File: src/rtl/lwb_pkg.sv
package lwb_pkg;

    typedef enum logic [1:0] {
        ST_IDLE  = 2'd0,
        ST_START = 2'd1,
        ST_BEAT  = 2'd2
    } lwb_state_e;

    localparam logic [1:0] TSIZ_LONG = 2'b00;
    localparam logic [1:0] TSIZ_LINE = 2'b11;

endpackage

File: src/rtl/lwb_wait_ctr.sv
module lwb_wait_ctr #(
    parameter int WS_W = 4
) (
    input  logic            clk,
    input  logic            rst_n,
    input  logic            load,
    input  logic [WS_W-1:0] load_val,
    input  logic            count_en,
    output logic            zero
);

    logic [WS_W-1:0] cnt_d, cnt_q;

    assign zero = (cnt_q == '0);

    always_comb begin
        cnt_d = cnt_q;
        if (load) begin
            cnt_d = load_val;
        end else if (count_en && !zero) begin
            cnt_d = cnt_q - 1'b1;
        end
    end

    always_ff @(posedge clk) begin
        if (!rst_n) begin
            cnt_q <= '0;
        end else begin
            cnt_q <= cnt_d;
        end
    end

endmodule

File: src/rtl/lwb_line_buf.sv
module lwb_line_buf #(
    parameter int DATA_W = 32,
    parameter int BEATS  = 4,
    localparam int SEL_W = (BEATS > 1) ? $clog2(BEATS) : 1
) (
    input  logic                    clk,
    input  logic                    rst_n,
    input  logic                    load,
    input  logic [BEATS*DATA_W-1:0] line_in,
    input  logic [SEL_W-1:0]        sel,
    output logic [DATA_W-1:0]       word_out
);

    logic [DATA_W-1:0] words_d [BEATS];
    logic [DATA_W-1:0] words_q [BEATS];

    for (genvar g = 0; g < BEATS; g++) begin : g_word
        always_comb begin
            words_d[g] = words_q[g];
            if (load) begin
                words_d[g] = line_in[g*DATA_W +: DATA_W];
            end
        end

        always_ff @(posedge clk) begin
            if (!rst_n) begin
                words_q[g] <= '0;
            end else begin
                words_q[g] <= words_d[g];
            end
        end
    end

    assign word_out = words_q[sel];

endmodule

File: src/rtl/lwb_addr_gen.sv
module lwb_addr_gen #(
    parameter int ADDR_W = 32,
    parameter int BEATS  = 4,
    parameter int LANES  = 4,
    localparam int BEAT_W = (BEATS > 1) ? $clog2(BEATS) : 1,
    localparam int LANE_W = $clog2(LANES),
    localparam int OFF_W  = BEAT_W + LANE_W
) (
    input  logic [ADDR_W-1:0] base,
    input  logic [BEAT_W-1:0] beat,
    input  logic              ext,
    input  logic              active,
    output logic [ADDR_W-1:0] addr_out
);

    logic [OFF_W-1:0] offset;

    if (LANE_W > 0) begin : g_lanes
        assign offset = ext ? {beat, {LANE_W{1'b0}}} : '0;
    end else begin : g_nolanes
        assign offset = ext ? beat : '0;
    end

    always_comb begin
        addr_out = '0;
        if (active) begin
            addr_out = base | {{(ADDR_W-OFF_W){1'b0}}, offset};
        end
    end

endmodule

File: src/rtl/lwb_master.sv
module lwb_master
    import lwb_pkg::*;
#(
    parameter int ADDR_W = 32,
    parameter int DATA_W = 32,
    parameter int BEATS  = 4,
    parameter int WS_W   = 4
) (
    input  logic                    clk,
    input  logic                    rst_n,
    input  logic                    req_valid,
    output logic                    req_ready,
    input  logic [ADDR_W-1:0]       req_addr,
    input  logic [BEATS*DATA_W-1:0] req_wdata,
    input  logic                    req_ext_term,
    input  logic [WS_W-1:0]         req_wait,
    output logic                    req_done,
    output logic                    bus_ts_n,
    output logic                    bus_tip_n,
    output logic                    bus_rw,
    output logic [1:0]              bus_tsiz,
    output logic                    bus_cs_n,
    output logic [DATA_W/8-1:0]     bus_be_n,
    output logic [ADDR_W-1:0]       bus_addr,
    output logic [DATA_W-1:0]       bus_wdata,
    output logic                    bus_wdata_oe,
    input  logic                    bus_ta_n
);

    localparam int LANES  = DATA_W / 8;
    localparam int LANE_W = $clog2(LANES);
    localparam int BEAT_W = (BEATS > 1) ? $clog2(BEATS) : 1;
    localparam int LINE_W = LANE_W + $clog2(BEATS);
    localparam logic [ADDR_W-1:0] LINE_MASK = ADDR_W'((64'd1 << LINE_W) - 1);
    localparam logic [BEAT_W-1:0] LAST_BEAT = BEAT_W'(BEATS - 1);

    typedef struct packed {
        lwb_state_e        state;
        logic [BEAT_W-1:0] beat;
        logic              ext;
        logic [ADDR_W-1:0] base;
        logic              done;
    } ctl_t;

    ctl_t ctl_d, ctl_q;

    logic              load;
    logic              ws_zero;
    logic              ws_count;
    logic              beat_ack;
    logic              in_start;
    logic              in_beat;
    logic              active;
    logic              mode_ext;
    logic [DATA_W-1:0] cur_word;
    logic [ADDR_W-1:0] cur_addr;

    assign in_start = (ctl_q.state == ST_START);
    assign in_beat  = (ctl_q.state == ST_BEAT);
    assign active   = in_start || in_beat;
    assign mode_ext = ctl_q.ext;
    assign ws_count = in_beat && !ctl_q.ext && (ctl_q.beat == '0);

    // a beat closes on the slave's acknowledge, or on the internal wait budget
    always_comb begin
        beat_ack = 1'b0;
        if (in_beat) begin
            if (ctl_q.ext) begin
                beat_ack = !bus_ta_n;
            end else begin
                beat_ack = (ctl_q.beat != '0) || ws_zero;
            end
        end
    end

    always_comb begin
        ctl_d      = ctl_q;
        ctl_d.done = 1'b0;
        load       = 1'b0;
        case (ctl_q.state)
            ST_IDLE: begin
                if (req_valid) begin
                    load        = 1'b1;
                    ctl_d.state = ST_START;
                    ctl_d.beat  = '0;
                    ctl_d.ext   = req_ext_term;
                    ctl_d.base  = req_addr & ~LINE_MASK;
                end
            end
            ST_START: begin
                ctl_d.state = ST_BEAT;
            end
            ST_BEAT: begin
                if (beat_ack) begin
                    if (ctl_q.beat == LAST_BEAT) begin
                        ctl_d.state = ST_IDLE;
                        ctl_d.beat  = '0;
                        ctl_d.done  = 1'b1;
                    end else begin
                        ctl_d.beat = ctl_q.beat + 1'b1;
                    end
                end
            end
            default: begin
                ctl_d.state = ST_IDLE;
            end
        endcase
    end

    always_ff @(posedge clk) begin
        if (!rst_n) begin
            ctl_q <= '{state: ST_IDLE, beat: '0, ext: 1'b0, base: '0, done: 1'b0};
        end else begin
            ctl_q <= ctl_d;
        end
    end

    lwb_wait_ctr #(
        .WS_W (WS_W)
    ) wait_i (
        .clk      (clk),
        .rst_n    (rst_n),
        .load     (load),
        .load_val (req_wait),
        .count_en (ws_count),
        .zero     (ws_zero)
    );

    lwb_line_buf #(
        .DATA_W (DATA_W),
        .BEATS  (BEATS)
    ) buf_i (
        .clk      (clk),
        .rst_n    (rst_n),
        .load     (load),
        .line_in  (req_wdata),
        .sel      (ctl_q.beat),
        .word_out (cur_word)
    );

    lwb_addr_gen #(
        .ADDR_W (ADDR_W),
        .BEATS  (BEATS),
        .LANES  (LANES)
    ) addr_i (
        .base     (ctl_q.base),
        .beat     (ctl_q.beat),
        .ext      (ctl_q.ext),
        .active   (active),
        .addr_out (cur_addr)
    );

    assign req_ready    = (ctl_q.state == ST_IDLE);
    assign req_done     = ctl_q.done;
    assign bus_ts_n     = !in_start;
    assign bus_tip_n    = !active;
    assign bus_cs_n     = !active;
    assign bus_rw       = !active;
    assign bus_tsiz     = active ? TSIZ_LINE : TSIZ_LONG;
    assign bus_be_n     = active ? '0 : '1;
    assign bus_addr     = cur_addr;
    assign bus_wdata    = in_beat ? cur_word : '0;
    assign bus_wdata_oe = in_beat;

endmodule

File: config.mk
export PLATFORM = sky130hd
export DESIGN_NAME = lwb_master
export DESIGN_NICKNAME = d
export VERILOG_FILES = /design/src/rtl/lwb_pkg.sv /design/src/rtl/lwb_wait_ctr.sv /design/src/rtl/lwb_line_buf.sv /design/src/rtl/lwb_addr_gen.sv /design/src/rtl/lwb_master.sv
export SDC_FILE = /design/constraint.sdc
export NUM_CORES = 1
export LEC_CHECK = 0
export ABC_AREA = 1
export CAP_MARGIN = 20
export CELL_PAD_IN_SITES_DETAIL_PLACEMENT = 1
export CELL_PAD_IN_SITES_GLOBAL_PLACEMENT = 1
export CORE_AREA = 4 4 161 195
export DETAILED_ROUTE_END_ITERATION = 8
export DIE_AREA = 0 0 165 199
export PLACE_DENSITY = 0.75
export SLEW_MARGIN = 20
export SYNTH_ARGS = -nofsm -noshare
export SYNTH_HDL_FRONTEND = slang
export SYNTH_HIERARCHICAL = 1
export SYNTH_SLANG_ARGS = --single-unit
File: constraint.sdc
create_clock -name clk -period 4.55 [get_ports clk]
set_input_delay 0.455 -clock clk [delete_from_list [all_inputs] [get_ports clk]]
set_output_delay 0.455 -clock clk [all_outputs]
set_load 0.03 [all_outputs]
==> results of run 1 <==
[critical path: cells and delay by family, from the launching register on]
kind	cells	cell delay, ns
flops	1	0.33
simple gates	1	0.11
buf+inv	3	0.94
fa+ha+maj	1	0.91
[worst max-delay path by stage]
stage          startpoint                  end  slack [ns]  cells after the start
6_report        ctl_q[36]        bus_wdata[30]        1.37                      5
5_1_grt         ctl_q[36]         bus_wdata[6]        1.16                      5
4_1_cts         ctl_q[36]         bus_wdata[2]        1.27                      5
3_5_place_dp    req_valid  buf_i/words_q[1][8]        1.58                      6
3_3_place_gp    ctl_q[36]          bus_addr[2]        1.59                      5
2_1_floorplan   ctl_q[36]  buf_i/words_q[0][0]         0.1                      7
[sequential cells by signal, summed over array words and instances (netlist names)]
| register | count |
|---|---|
| buf_i/words_q | 128 |
| req_done | 1 |
| mode_ext | 1 |
| wait_i/cnt_q | 4 |
| ctl_q | 32 |
[final cells by class]
cell class                      count  area (um^2)  area share
Sequential cell                   166         4610       0.386
Timing Repair Buffer              252         2500       0.210
Multi-Input combinational cell    571         2420       0.203
Inverter                          344         1290       0.108
Tap cell                          390          488      0.0409
Clock buffer                       18          429      0.0359
Clock inverter                     14          199      0.0167
[cells in the final DEF (no fill, tap or decap), drive strengths merged, types with 2 or more instances in the layout]
| master | synthesis | routed |
|---|---|---|
| nor3 | 2 | 2 |
| o21ai | 33 | 33 |
| nor2 | 191 | 191 |
| clkbuf | 5 | 18 |
| inv | 343 | 346 |
| bufinv | 0 | 4 |
| clkinv | 1 | 7 |
| edfxtp | 128 | 128 |
| conb | 1 | 4 |
| ha | 6 | 6 |
| a21oi | 9 | 9 |
| dfxtp | 38 | 38 |
| buf | 53 | 13 |
| nand3 | 72 | 72 |
| clkdlybuf4s50 | 0 | 239 |
| nand2 | 250 | 250 |
[layer usage]
| layer | vias up | global-route usage | wire (um) |
|---|---|---|---|
| met5 | - | 0 | 17 |
| met4 | 4 | 0.0376 | 274 |
| met3 | 19 | 0.0539 | 1860 |
| met2 | 173 | 0.276 | 12700 |
| met1 | 3425 | 0.175 | 10300 |
| li1 | 3708 | - | - |
[logic make-up after synthesis]
logic type / count (synthesis) / synth area share
buffers and inverters: 402 / 0.201
flip-flops: 166 / 0.526
AO/OA/AOI/OAI: 43 / 0.0260
XOR/XNOR: 1 / 0.00100
other: 1 / 0.000429
adder cells (fa/ha/maj): 6 / 0.00858
AND/OR/NAND/NOR: 517 / 0.237
[power breakdown]
group / total [W] / switching [W] / internal, W
Sequential: 0.00184 / 0.0000477 / 0.00180
Combinational: 0.000738 / 0.000424 / 0.000315
Clock: 0.00157 / 0.000642 / 0.000927
Total: 0.00415 / 0.00111 / 0.00304
[through the flow]
step	worst slack [ns]	util	total power [W]	cell area, um^2	hold slack (ns)
2_1_floorplan	0.0965	-	0.00234	8760	0.455
3_3_place_gp	1.59	0.384	0.00260	11300	0.462
3_5_place_dp	1.58	0.384	0.00263	11300	0.476
4_1_cts	1.27	0.406	0.00422	11900	0.495
5_1_grt	1.16	0.406	0.00436	11900	0.517
6_report	1.37	0.406	0.00415	11900	0.486
==> flow_summary.toml, run 1 <==
[run_status]
outcome = "completed"

[critical_path]
crit_arrival_ns = 2.73
start_kind = "flop"
critical_path_class = "reg2out"
reg2reg_to = "buf_i/words_q[3][4]"
path_common_cell = "inv_1"
crit_path_cell_trace = "inv_1 -> ha_2 -> nand2_1 -> inv_1 -> clkdlybuf4s50_1"
rr_startpoint = "ctl_q[36]"
worstSetupEndpointType = "output pin"
cp_slowest_cell = "ha_2"
cpPeakStageDelay_ns = 0.91
rr_worst_depth = 7
cp.required_ns = 4.09
rrSetupSlack_ns = 1.93
path_max_fanout = 37

[timing]
hold_viol_final = 0
drv_slew = 0
finalSetupTns_ns = 0
rsz0062_at_grt = "false"
max_slew_margin = 0.276
finalClockSkew_ns = 0.0112
tightest_slew_ns = 1.09
setup_violations = 0
period_share = 0.699
fin_crit_ns = 3.18
max_freq_mhz = 314

[logic_synthesis]
netlist_area_mm2 = 0.00875
yosys-top-cells-area = "edfxtp_1 44%, inv_1 14%, nand2_1 11%"
synth_top_area_cell = "edfxtp_1"
synth_edf_count = 128
synth.most_common_cell = "inv_1"
synth_common_cells = "338 x inv_1, 245 x nand2_1, 191 x nor2_1"
ys_types = 28
ys.flop_type = "edfxtp_1"
syn_area_per_cell_um2 = 7.70
yosysTopAreaCellShare = 0.439
ys_ff_latch = 166
ys_warn_count = 6
async_reset_ff_frac = 0
synthCells = 1136
yosysSeqAreaShare = 0.526

[routing]
first_pass_iters = 4
drt_iter0_markers = 301
wl_um = 25100
ant_nets = 0
routed_via_density = 4.18
wl_per_cell_um = 14.3
drc = 0
route.vias.total = 7329

[clocking]
cts.repair.resized = 0
clkLatencyLatePin_ns = 0.43
cts_tree = "built"
post_cts_buffers = 0
cts_buffers = 17
cts.sinks = 166
clk_pin_slew_ns = 0.07
h-tree-depth = 4
cts-root-to-sink-buffers = 2
ctsRootBufferMaster = "clkbuf_16"
ctsHoldBuffers = 0

[floorplanning]
rows = 69
pin_count = 246
initial_core_util = 0.297
dieArea_mm2 = 0.0328
dieWidth_um = 165
core-area_mm2 = 0.0294
die_h_um = 199

[global_routing]
grt_max_degree = 70
grtUsageTotal = 0.154
grt_pass1_wl_um = 39400
grt_pass1_vias = 7656
grt-ovfl-total = 0
antenna_found_initial = 2

[worst_hold_path]
worstHoldStart = "ctl_q[6]"
hold_depth = 2
worstHoldPathType = "reg2reg"
min_to = "ctl_q[6]"

[finish]
nets = 1527
area_growth_pct = 36.4
antenna-diode-count = 0
final_cells = 1755
fillers = 3567
drive_above_1_share = 0.0476

[power_and_ir_drop]
pwr_density_cell_mw_per_mm2 = 348
cellLeakagePower_nw = 6.03
vdd_drop_max_uv = 218

[placed_design]
dp.cells = 1723
hpwlAfterDp_um = 17500
place_congestion = 0.755
io_buffers = 239

[run]
drv_cap = 0
Note: power is estimated with default switching activity, not from simulation.
==> run 2, diff against run 1 <==
Settings changed: PLACE_DENSITY 0.75 to 0.77.
Clock period 4.55 ns to 2.9 ns, I/O delays scaled along.
==> run 2 against run 1 <==
  * Combinational power is 61% higher
  * Sequential share of layout area decreased by 0.23 points
  * First-iteration DRC count decreased by 26%
  * Total power increased by 54%
  * Critical path type unchanged
  * Clock skew is essentially flat
  * Utilization grew 0.25 points
  * Flip-flop and latch count unchanged
  * Largest cell class unchanged
  * Final cell count grew 0.40%
==> flow_summary.toml, run 2 (synthesized netlist as in run 1, its figures left out) <==
[run_status]
outcome = "completed"

[power_and_ir_drop]
cellLeakagePower_nw = 6.11
pwr_density_cell_mw_per_mm2 = 534
vdd_drop_max_uv = 333

[routing]
drc = 0
routed_via_density = 4.20
route.vias.total = 7392
wl_per_cell_um = 14.3
drt_iter0_markers = 222
ant_nets = 0
first_pass_iters = 4
wl_um = 25200

[clocking]
ctsRootBufferMaster = "clkbuf_16"
ctsHoldBuffers = 0
clkLatencyLatePin_ns = 0.43
cts.sinks = 166
cts-root-to-sink-buffers = 2
clk_pin_slew_ns = 0.07
cts_buffers = 17
h-tree-depth = 4
post_cts_buffers = 0
cts_tree = "built"

[timing]
finalSetupTns_ns = 0
fin_ws_ns = 0.264
rsz0062_at_grt = "false"
finalClockSkew_ns = 0.0108
fin_crit_ns = 2.64
tightest_slew_ns = 0.538
drv_slew = 0
max_slew_margin = 0.641
hold_viol_final = 0
max_freq_mhz = 379
whs_ns = 0.481
setup_violations = 0
period_share = 0.909

[critical_path]
path_max_fanout = 29
rrSetupSlack_ns = 0.87
rr_worst_depth = 7
rr_startpoint = "ctl_q[36]"
worstSetupEndpointType = "output pin"
cp.required_ns = 2.61
crit_path_start = "ctl_q[37]"
start_kind = "flop"
critical_path_class = "reg2out"
crit_arrival_ns = 2.35

[global_routing]
grt-ovfl-total = 0
grt_pass1_wl_um = 39400
grtUsageTotal = 0.153
antenna_found_initial = 2
grt_pass1_vias = 8022
grt_max_degree = 65

[floorplanning]
rows = 69
die_h_um = 199
pin_count = 246
dieWidth_um = 165
initial_core_util = 0.297
dieArea_mm2 = 0.0328
core-area_mm2 = 0.0294

[worst_hold_path]
worstHoldStart = "req_addr[22]"
worstHoldPathType = "in2reg"
hold_depth = 3

[finish]
final_common_cell = "inv_1"
area_growth_pct = 37.3
drive_above_1_share = 0.0649
final_cell_mix = "338 x inv_1, 243 x nand2_1, 219 x clkdlybuf4s50_1, 191 x nor2_1, 128 x edfxtp_1"
nets = 1534
antenna-diode-count = 0
largest_reg_flops = 128
reg_top3 = "buf_i/words_q (128), ctl_q (32), wait_i/cnt_q (4)"
top_register = "buf_i/words_q"

[placed_design]
place_congestion = 0.771
hpwlAfterDp_um = 18200
preCtsSetupSlack_ns = 0.602
io_buffers = 239

[run]
drv_cap = 0
## run 2: changes by cell type in the layout (fill, tap and decap cells not counted), sizes merged
cell	change
clkinv	-1
clkinvlp	+2
clkbuf	+1
inv	-1
buf	+27
clkdlybuf4s50	-20
bufinv	-1
## run 2: critical path, cell delays in order (launching register included)
cell	delay, ns
dfxtp_1	0.36
inv_1	0.07
ha_1	0.40
buf_6	0.27
nand2_1	0.10
inv_1	0.06
clkdlybuf4s50_1	0.66
## run 2: where the power goes
group | total, W | switching (W) | leakage (nW) | internal [W]
Sequential | 0.00290 | 0.0000790 | 1.70 | 0.00282
Clock | 0.00232 | 0.000968 | 0.276 | 0.00135
Combinational | 0.00119 | 0.000677 | 4.13 | 0.000513
## run 2: area by class of cell
cell class              count  area (um^2)
flip-flops and latches    166         4610
clock inverters            13          155
multi-input cells         571         2430
inverters                 344         1290
clock buffers              19          433
well taps                 390          488
fillers                  3491        17400
repair buffers            259         2610
## run 2: metrics by stage
step	std cells	area, um^2	total power [W]	util
floorplan	1139	8770	0.00366	-
global placement	1730	11400	0.00411	0.388
detailed placement	1730	11400	0.00416	0.388
CTS	1762	12000	0.00651	0.408
global route	1762	12000	0.00674	0.408
finish	1762	12000	0.00641	0.408
## run 2: path summary, 6_finish.rpt
path,end
worst max-delay path,bus_addr[20]
worst min register to register,ctl_q[29]
worst min-delay path,ctl_q[23]
worst max register to register,buf_i/words_q[0][27]
## run 2: routing by layer
layer	global-route usage	part of all wire
met1	0.174	0.41
met2	0.275	0.51
met3	0.0508	0.067
met4	0.0379	0.013
met5	0	0.0013
## run 2: what timing repair did
action,in CTS,in global routing
resized for setup,0,1
hold endpoints to repair,0,0
setup endpoints to repair,0,19
